### config.mk
export PLATFORM = sky130hd
export DESIGN_NAME = fft_final_bfly
export DESIGN_NICKNAME = d
export VERILOG_FILES = /design/src/rtl/fbc_pkg.sv /design/src/rtl/fbc_kcount.sv /design/src/rtl/fbc_twiddle.sv /design/src/rtl/fbc_twmul.sv /design/src/rtl/fbc_addsub.sv /design/src/rtl/fft_final_bfly.sv
export SDC_FILE = /design/constraint.sdc
export NUM_CORES = 2
export LEC_CHECK = 0
export BUFFER_PORTS_ARGS = -buffer_cell sky130_fd_sc_hd__buf_4
export CORE_MARGIN = 1
export CORE_UTILIZATION = 60
export CTS_CLUSTER_DIAMETER = 30
export CTS_CLUSTER_SIZE = 14
export DETAILED_ROUTE_END_ITERATION = 8
export GPL_ROUTABILITY_DRIVEN = 0
export GPL_TIMING_DRIVEN = 1
export PLACE_DENSITY_LB_ADDON = 0.2
export SLEW_MARGIN = 0
export SYNTH_ARGS = -nofsm -noshare
export SYNTH_HDL_FRONTEND = slang
export SYNTH_HIERARCHICAL = 1
export SYNTH_SLANG_ARGS = --single-unit
### constraint.sdc
create_clock -name clk -period 12.11 [get_ports clk]
set_input_delay 1.8165 -clock clk [delete_from_list [all_inputs] [get_ports clk]]
set_output_delay 1.8165 -clock clk [all_outputs]
set_load 0.03 [all_outputs]
### src/rtl/fbc_pkg.sv
// Package: shared types and twiddle constants of the final butterfly combiner.
// Assumes a 16-point transform; twiddles are signed Q1.15, W16^k = cos - j*sin.
package fbc_pkg;

    localparam int CW = 16;

    typedef struct packed {
        logic [CW-1:0] re;
        logic [CW-1:0] im;
    } tw_t;

    // Twiddle W16^k for k = 0..7, rounded to Q1.15 and clamped to +/-32767.
    function automatic tw_t tw16(input logic [2:0] k);
        tw_t w;
        case (k)
            3'd0:    begin w.re = 16'sd32767;  w.im = 16'sd0;      end
            3'd1:    begin w.re = 16'sd30274;  w.im = -16'sd12540; end
            3'd2:    begin w.re = 16'sd23170;  w.im = -16'sd23170; end
            3'd3:    begin w.re = 16'sd12540;  w.im = -16'sd30274; end
            3'd4:    begin w.re = 16'sd0;      w.im = -16'sd32767; end
            3'd5:    begin w.re = -16'sd12540; w.im = -16'sd30274; end
            3'd6:    begin w.re = -16'sd23170; w.im = -16'sd23170; end
            default: begin w.re = -16'sd30274; w.im = -16'sd12540; end
        endcase
        return w;
    endfunction

endpackage

### src/rtl/fbc_kcount.sv
// Bin counter: counts accepted pairs from 0 to HALF-1 and wraps.
// Assumes adv is high for exactly one clock per accepted operand pair.
module fbc_kcount #(
    parameter int HALF = 8,
    parameter int KW   = $clog2(HALF)
) (
    input  logic          clk,
    input  logic          rst_n,
    input  logic          adv,
    output logic [KW-1:0] k
);

    localparam logic [KW-1:0] LAST = KW'(HALF - 1);

    // Advance on each accepted pair, wrapping after the last bin.
    always_ff @(posedge clk) begin
        if (!rst_n)
            k <= '0;
        else if (adv)
            k <= (k == LAST) ? '0 : k + 1'b1;
    end

    p_kwrap_r5: assert property (@(posedge clk) disable iff (!rst_n)
        (adv && k == LAST) |=> (k == '0));

    p_kstep_r5: assert property (@(posedge clk) disable iff (!rst_n)
        (adv && k != LAST) |=> (k == $past(k) + 1'b1));

    p_khold_r10: assert property (@(posedge clk) disable iff (!rst_n)
        !adv |=> $stable(k));

endmodule

### src/rtl/fbc_twiddle.sv
// Twiddle lookup: maps the bin index to its Q1.15 rotation factor.
// Assumes a 16-point transform, i.e. a three-bit bin index.
module fbc_twiddle #(
    parameter int KW = 3
) (
    input  logic [KW-1:0]   k,
    output fbc_pkg::tw_t    w
);

    // Pure combinational table read.
    always_comb begin
        w = fbc_pkg::tw16(3'(k));
    end

endmodule

### src/rtl/fbc_twmul.sv
// First pipeline stage: rotates the odd operand by the twiddle and registers
// the rounded, clamped product alongside the even operand and the bin index.
// Assumes vin marks an accepted pair; data registers only load when vin is high.
module fbc_twmul #(
    parameter int DW = 16,
    parameter int KW = 3
) (
    input  logic                 clk,
    input  logic                 rst_n,
    input  logic                 vin,
    input  logic [KW-1:0]        k_in,
    input  logic signed [DW-1:0] e_re,
    input  logic signed [DW-1:0] e_im,
    input  logic signed [DW-1:0] o_re,
    input  logic signed [DW-1:0] o_im,
    input  fbc_pkg::tw_t         w,
    output logic                 v1,
    output logic [KW-1:0]        k1,
    output logic signed [DW-1:0] e1_re,
    output logic signed [DW-1:0] e1_im,
    output logic signed [DW-1:0] p_re,
    output logic signed [DW-1:0] p_im
);

    localparam int CW = fbc_pkg::CW;
    localparam int MW = DW + CW;
    localparam int AW = MW + 1;
    localparam logic signed [AW-1:0] RND     = AW'(2 ** (CW - 2));
    localparam logic signed [AW-1:0] POS_LIM = AW'(2 ** (DW - 1) - 1);
    localparam logic signed [AW-1:0] NEG_LIM = -POS_LIM;

    logic signed [MW-1:0] m_rr, m_ii, m_ri, m_ir;
    logic signed [AW-1:0] acc_re, acc_im, sh_re, sh_im;
    logic signed [DW-1:0] c_re, c_im;
    logic                 unit_w;

    // Symmetric clamp of a rounded product to the data word.
    function automatic logic signed [DW-1:0] clamp(input logic signed [AW-1:0] v);
        if (v > POS_LIM)
            return DW'(POS_LIM);
        else if (v < NEG_LIM)
            return DW'(NEG_LIM);
        else
            return DW'(v);
    endfunction

    // Complex multiply, round to nearest at bit CW-1, then clamp.
    always_comb begin
        m_rr   = o_re * $signed(w.re);
        m_ii   = o_im * $signed(w.im);
        m_ri   = o_re * $signed(w.im);
        m_ir   = o_im * $signed(w.re);
        acc_re = {m_rr[MW-1], m_rr} - {m_ii[MW-1], m_ii};
        acc_im = {m_ri[MW-1], m_ri} + {m_ir[MW-1], m_ir};
        sh_re  = (acc_re + RND) >>> (CW - 1);
        sh_im  = (acc_im + RND) >>> (CW - 1);
        c_re   = clamp(sh_re);
        c_im   = clamp(sh_im);
        unit_w = (w.re == CW'(2 ** (CW - 1) - 1)) && (w.im == '0);
    end

    // Stage valid follows the input pair strobe every clock.
    always_ff @(posedge clk) begin
        if (!rst_n)
            v1 <= 1'b0;
        else
            v1 <= vin;
    end

    // Stage data loads only on an accepted pair.
    always_ff @(posedge clk) begin
        if (!rst_n) begin
            k1    <= '0;
            e1_re <= '0;
            e1_im <= '0;
            p_re  <= '0;
            p_im  <= '0;
        end else if (vin) begin
            k1    <= k_in;
            e1_re <= e_re;
            e1_im <= e_im;
            p_re  <= c_re;
            p_im  <= c_im;
        end
    end

    // A unity twiddle changes the operand by at most one LSB per part.
    p_unit_twiddle_r6: assert property (@(posedge clk) disable iff (!rst_n)
        $past(vin && unit_w) |->
            ((p_re - $past(o_re)) >= -1 && (p_re - $past(o_re)) <= 1 &&
             (p_im - $past(o_im)) >= -1 && (p_im - $past(o_im)) <= 1));

endmodule

### src/rtl/fbc_addsub.sv
// Second pipeline stage: forms (E+P)/2 and (E-P)/2 with round to nearest and
// registers both bins with their index. Assumes |P| <= 2^(DW-1)-1 so the halved
// results always fit the data word.
module fbc_addsub #(
    parameter int DW = 16,
    parameter int KW = 3
) (
    input  logic                 clk,
    input  logic                 rst_n,
    input  logic                 v1,
    input  logic [KW-1:0]        k1,
    input  logic signed [DW-1:0] e_re,
    input  logic signed [DW-1:0] e_im,
    input  logic signed [DW-1:0] p_re,
    input  logic signed [DW-1:0] p_im,
    output logic                 o_vld,
    output logic [KW-1:0]        o_bin,
    output logic signed [DW-1:0] lo_re,
    output logic signed [DW-1:0] lo_im,
    output logic signed [DW-1:0] hi_re,
    output logic signed [DW-1:0] hi_im
);

    localparam logic signed [DW:0] ONE = (DW + 1)'(1);

    logic signed [DW:0] s_re, s_im, d_re, d_im;

    // Widened sum and difference, with the rounding half already added.
    always_comb begin
        s_re = {e_re[DW-1], e_re} + {p_re[DW-1], p_re} + ONE;
        s_im = {e_im[DW-1], e_im} + {p_im[DW-1], p_im} + ONE;
        d_re = {e_re[DW-1], e_re} - {p_re[DW-1], p_re} + ONE;
        d_im = {e_im[DW-1], e_im} - {p_im[DW-1], p_im} + ONE;
    end

    // Output valid follows the stage valid every clock.
    always_ff @(posedge clk) begin
        if (!rst_n)
            o_vld <= 1'b0;
        else
            o_vld <= v1;
    end

    // Output data loads only with a valid stage, halving by dropping bit 0.
    always_ff @(posedge clk) begin
        if (!rst_n) begin
            o_bin <= '0;
            lo_re <= '0;
            lo_im <= '0;
            hi_re <= '0;
            hi_im <= '0;
        end else if (v1) begin
            o_bin <= k1;
            lo_re <= s_re[DW:1];
            lo_im <= s_im[DW:1];
            hi_re <= d_re[DW:1];
            hi_im <= d_im[DW:1];
        end
    end

    // Both halved rounds together recover E, or E plus one.
    p_sum_pair_r8: assert property (@(posedge clk) disable iff (!rst_n)
        o_vld |-> ((lo_re + hi_re - $past(e_re)) >= 0 &&
                   (lo_re + hi_re - $past(e_re)) <= 1 &&
                   (lo_im + hi_im - $past(e_im)) >= 0 &&
                   (lo_im + hi_im - $past(e_im)) <= 1));

    p_hold_r9: assert property (@(posedge clk) disable iff (!rst_n)
        !o_vld |-> ($stable(lo_re) && $stable(lo_im) && $stable(hi_re) &&
                    $stable(hi_im) && $stable(o_bin)));

endmodule

### src/rtl/fft_final_bfly.sv
// Final radix-2 combiner of a 16-point transform built from two 8-point halves.
// Takes E(k) and O(k) in natural order and emits X(k) and X(k+N/2) together,
// two clocks after each accepted pair. Assumes aligned producers: both valids
// high on the same clock for each bin.
module fft_final_bfly #(
    parameter int DW    = 16,
    parameter int N_PTS = 16
) (
    input  logic                 clk,
    input  logic                 rst_n,
    input  logic                 ev_vld,
    input  logic signed [DW-1:0] ev_re,
    input  logic signed [DW-1:0] ev_im,
    input  logic                 od_vld,
    input  logic signed [DW-1:0] od_re,
    input  logic signed [DW-1:0] od_im,
    output logic                 lo_vld,
    output logic signed [DW-1:0] lo_re,
    output logic signed [DW-1:0] lo_im,
    output logic                 hi_vld,
    output logic signed [DW-1:0] hi_re,
    output logic signed [DW-1:0] hi_im,
    output logic [$clog2(N_PTS/2)-1:0] o_bin
);

    localparam int HALF = N_PTS / 2;
    localparam int KW   = $clog2(HALF);

    logic                 pair;
    logic [KW-1:0]        k_cur, k1;
    fbc_pkg::tw_t         w_cur;
    logic                 v1, out_vld;
    logic signed [DW-1:0] e1_re, e1_im, p_re, p_im;

    // A bin is accepted only when both halves present it on the same clock.
    assign pair = ev_vld & od_vld;

    fbc_kcount #(.HALF(HALF), .KW(KW)) u_kcount (
        .clk   (clk),
        .rst_n (rst_n),
        .adv   (pair),
        .k     (k_cur)
    );

    fbc_twiddle #(.KW(KW)) u_twiddle (
        .k (k_cur),
        .w (w_cur)
    );

    fbc_twmul #(.DW(DW), .KW(KW)) u_twmul (
        .clk   (clk),
        .rst_n (rst_n),
        .vin   (pair),
        .k_in  (k_cur),
        .e_re  (ev_re),
        .e_im  (ev_im),
        .o_re  (od_re),
        .o_im  (od_im),
        .w     (w_cur),
        .v1    (v1),
        .k1    (k1),
        .e1_re (e1_re),
        .e1_im (e1_im),
        .p_re  (p_re),
        .p_im  (p_im)
    );

    fbc_addsub #(.DW(DW), .KW(KW)) u_addsub (
        .clk   (clk),
        .rst_n (rst_n),
        .v1    (v1),
        .k1    (k1),
        .e_re  (e1_re),
        .e_im  (e1_im),
        .p_re  (p_re),
        .p_im  (p_im),
        .o_vld (out_vld),
        .o_bin (o_bin),
        .lo_re (lo_re),
        .lo_im (lo_im),
        .hi_re (hi_re),
        .hi_im (hi_im)
    );

    // Both output ports share one valid: the two bins always leave together.
    assign lo_vld = out_vld;
    assign hi_vld = out_vld;

    p_latency_r4: assert property (@(posedge clk) disable iff (!rst_n)
        lo_vld == $past(pair, 2));

endmodule

* Word level (Yosys, flattened, before mapping) *
Index checks and enable logic that the tools add are counted.

storage, ports and cells
  register bits = 139
  output and inout bits = 69
  logic and storage cells = 49

operators by class
  $add $sub $neg = 13
  multipliers = 4
  order comparisons = 4
  eq/ne operators = 7
  mux-type cells = 6
  bitwise operators = 1
  reduce and logical (&&, ||, !) cells = 1

operators by type and width
  cell                    count
  $pmux 32 s7             1
  $mul 16x16->32          4
  $add 17x1->17 const B   4
  $add 33x16->33 const B  2
  $mux 16                 4
  $gt 18x16->1 const B    2
  $lt 18x16->1 const B    2
  $add 16x16->17          2
  $sub 16x16->17          2
  $add 32x32->33          1
  $sub 32x32->33          1
  $eq 3x3->1 const B      4
  $eq 3x2->1 const B      2
  $add 3x1->3 const B     1
  $eq 3x1->1 const B      1
  $logic_not 3->1         1
  $mux 3                  1
  $and 1x1->1             1

* Longest topological paths before layout *
  depth after elaboration = 8
  mapped depth = 34

* Cells and area by module *
The synthesis kept the hierarchy.

by module, submodules not included
  module          instances  cells an instance  area each (um^2)
  fbc_twmul       1          4698               43529.2
  fbc_addsub      1          717                5816.8
  fbc_twiddle     1          44                 302.8
  fbc_kcount      1          13                 147.6
  fft_final_bfly  1          2                  13.8

* Worst setup path after synthesis *
Ideal clock, no wire load.

  path type = input-to-reg
  start = input port od_im[15]
  end = register u_twmul.p_re[0]
  library setup time = 0.120 ns
  arrival time = 9.343 ns
  required time = 11.990 ns
  slack = 2.648 ns
  cell stages on the path = 25
  buffers on the path = 2
  cells stage by stage = clkbuf_1 nand2_1 inv_1 fa_1 fa_1 fa_1 inv_1 fa_1 fa_1 fa_1 fa_1 inv_1 fa_1 inv_1 ha_1 buf_2 and4_1 nand3_1 or4_1 a2111oi_0 nor2_1 xor2_1 o311ai_4 o41ai_4 o31a_1

between the ends
  word-level cells in the longest chain between the ends = 6

ends and longest elaborated chain
  element               line                  RTL
  start, declared       fft_final_bfly.sv:16  input logic signed [DW-1:0] od_im,
  $mul 16x16->32 (*)    fbc_twmul.sv:50       m_ii = o_im * $signed(w.im);
  $sub 32x32->33 (*)    fbc_twmul.sv:53       acc_re = {m_rr[MW-1], m_rr} - {m_ii[MW-1], m_ii};
  $add 33x16->33 (*)    fbc_twmul.sv:55       sh_re = (acc_re + RND) >>> (CW - 1);
  $lt 18x16->1          fbc_twmul.sv:41       else if (v < NEG_LIM)
  $mux 16               fbc_twmul.sv:41
  $mux 16 (*)           fbc_twmul.sv:39       if (v > POS_LIM)
  end signal, assigned  fbc_twmul.sv:82       p_re <= c_re;
  end, declared         fbc_twmul.sv:21       output logic signed [DW-1:0] p_re,

Every way passes the cells marked *; elsewhere a longest branch is shown, timed or not.
A chain may end at the register's enable or synchronous reset.

==> results.md <==
* DR vias at ~36k
* Post-synth top area share at a little under half
* Final nets at about 7.0k
* Final-report hold violation count at 0
* Post-route antenna net violation count at 0
* Hold Startpoint: u_addsub/hi_re[12]$_SDFFE_PN0P_
* Number of buffers created by CTS at 17
* Area Overhead vs Synth at 4.34%
* Layout cells sized above 1 at 4.94%
* Vias per cell at about 5.5
* Setup_tns at 0 ns
* Avg WL per Cell at just under 20 um
* Die area at 84200 um^2
* HP Class: reg2reg
* Worst r2r src: u_kcount/k[2]$_SDFFE_PN0P_
* PortBufs at 136
* Initial DRC Count at 2008
* Vias in the first global route at about 39k
* Commonest cells in the netlist: inv_1, fa_1, nand2_1
* Core box area at around 82000 um^2
* CTS max path bufs at 2
* CP Launch Point: u_kcount/k[2]$_SDFFE_PN0P_
* CP endpoint kind: flop
* Sequential area share after synthesis at under 10%
* Worst-path clk slew at 0.07 ns
* Top cells by area, synth: fa_1, inv_1, ha_1
* CTS tree: yes
* Antenna violations before repair at 9
* DRC at 0
* EDFF count, synth at 0
* Die width at roughly 290 um
* Total wire length at 125000 um
* Syn Std Cell Area at 49800 um^2
* Rows at approximately 110
* Rel. slew slack at 21.4%
* Resized Gates After CTS at 0
* Hold_buf cts at 0
* Pin slew with the least headroom to its limit at about 1.2 ns
* Synth cell types at 95
* Top-count cell post-synth: inv_1
* Tcrit/Tclk final at 87.0%
* CTS sink cnt at 139
* Height of the die at 290 um
* Cell taking the most area after synthesis: fa_1
* Worst Path Arrival at around 11 ns
* Max cap viols at 0
* Fin crit period at around 11 ns
* Endpoints failing setup at 0
* Clk_lat worst skew at 0.46 ns
* Register bit total from synthesis at roughly 140
* Max Clk Rate at 0.0950 GHz
* I/O pin total at 137
* Syn Area/Cell at 9.10 um^2
* CP required at between 10 and 15 ns
* Status: complete, no violations
* RSZ-0062 raised after global routing: false
* Worst Setup Start Kind: flop
* Starting Density at between 60% and 70%
* Drt pass-1 iters at 6
* Clk root buf: clkbuf_16
* Dpl hpwl at 98000 um
* Gr ovfl total at 0
* Top_reg_cell synth: dfxtp_1
* Max Clock Skew at between 0.01 and 0.015 ns
* Syn Nets at 7108
* H-tree depth at 4
* All-layer global routing usage at a little under a third
* Crit Path Max Fanout at 33
* CP max-delay cell: nor2_2
* Post-synth ARST share at 0%
* Cells after synthesis at between 5k and 6k
* Largest net degree at the start of global routing at 81
* CP Class: reg2reg
* Final max-slew violation count at 0
* CP peak stage delay at approximately 1 ns
* Postcts setup bufs at 0
* YS warnings at 6
* Most common cell on crit path: fa_1
* First-pass GRT wire length at 205000 um
==> final timing paths <==
kind	to	slack, ns	depth (start not counted)
setup / recovery	u_twmul/p_re[5]$_SDFFE_PN0P_	1.58	28
hold reg to reg	u_addsub/hi_re[12]$_SDFFE_PN0P_	0.46	2
setup reg to reg	u_twmul/p_re[5]$_SDFFE_PN0P_	1.58	28
hold / removal	u_addsub/hi_re[12]$_SDFFE_PN0P_	0.46	2
==> placed cells by master (no fill, tap or decap), types with 38 or more instances in the layout <==
cell type	Yosys	routed
a211oi_1	39	39
mux2i_1	57	57
ha_1	389	389
fa_1	1177	1177
nand3_1	45	45
o21ai_0	80	80
inv_1	1378	1378
a21oi_1	100	97
xnor2_1	89	85
nand2_1	549	548
dfxtp_1	139	137
nor2_1	154	152
nor3_1	38	38
nand2b_1	44	44
and2_1	517	515
buf_4	14	166
==> flip-flops by register name, summed over array words and instances (netlist names) <==
name / flops
u_addsub/o_bin: 3
u_addsub/lo_re: 16
u_twmul/k1: 3
u_addsub/hi_im: 16
u_addsub/lo_im: 16
u_twmul/e1_re: 16
u_kcount/k: 3
u_addsub/hi_re: 16
u_twmul/p_re: 16
u_twmul/e1_im: 16
u_twmul/p_im: 16
u_addsub/o_vld: 1
u_twmul/v1: 1
==> cells by family after synthesis <==
family          synth area share [%]
compound gates                  6.23
xor+xnor                        1.93
fa+ha+maj                       57.1
buf+inv                         12.6
flops                           5.59
mux                             1.24
other cells                  0.00753
simple gates                    15.3
==> per-layer routing <==
layer  vias up  track usage [%]  share of wire, %
li1      16100                -                 -
met1     18200             40.3                40
met2      1154             53.8                50
met3       232             4.59               6.1
met4        16             11.2               3.7
met5         -                0             0.087
==> area by class of cell <==
class | instances | area (um^2)
diodes | 2 | 5.00
clock buffers | 17 | 425
clock inverters | 15 | 169
fillers | 6945 | 30100
inverters | 1381 | 5180
multi-input cells | 3683 | 40800
flip-flops and latches | 139 | 2790
well taps | 1070 | 1340
repair buffers | 166 | 1250
==> worst max-delay path: cells and delay by family, from the launching register on <==
family / cells / cell delay (ns)
buffers and inverters: 8 / 1.87
flip-flops: 1 / 0.34
adder cells (fa/ha/maj): 9 / 4.34
AND/OR/NAND/NOR: 8 / 2.71
AO/OA/AOI/OAI: 3 / 1.12
==> through the flow <==
step                instance area, um^2  setup slack (ns)  instances  hold slack, ns  util [%]
floorplan                         49800              2.65       5474           0.452         -
global placement                  51400              1.76       6439           0.444      62.6
detailed placement                51400              1.62       6439           0.452      62.6
CTS                               52000              1.70       6471           0.468      63.3
global route                      52000             0.967       6471           0.493      63.3
finish                            52000              1.58       6473           0.465      63.3
Power is left out: the tool's default activity adds up to more than one toggle a clock period on the data nets, which glitch-free logic cannot reach.
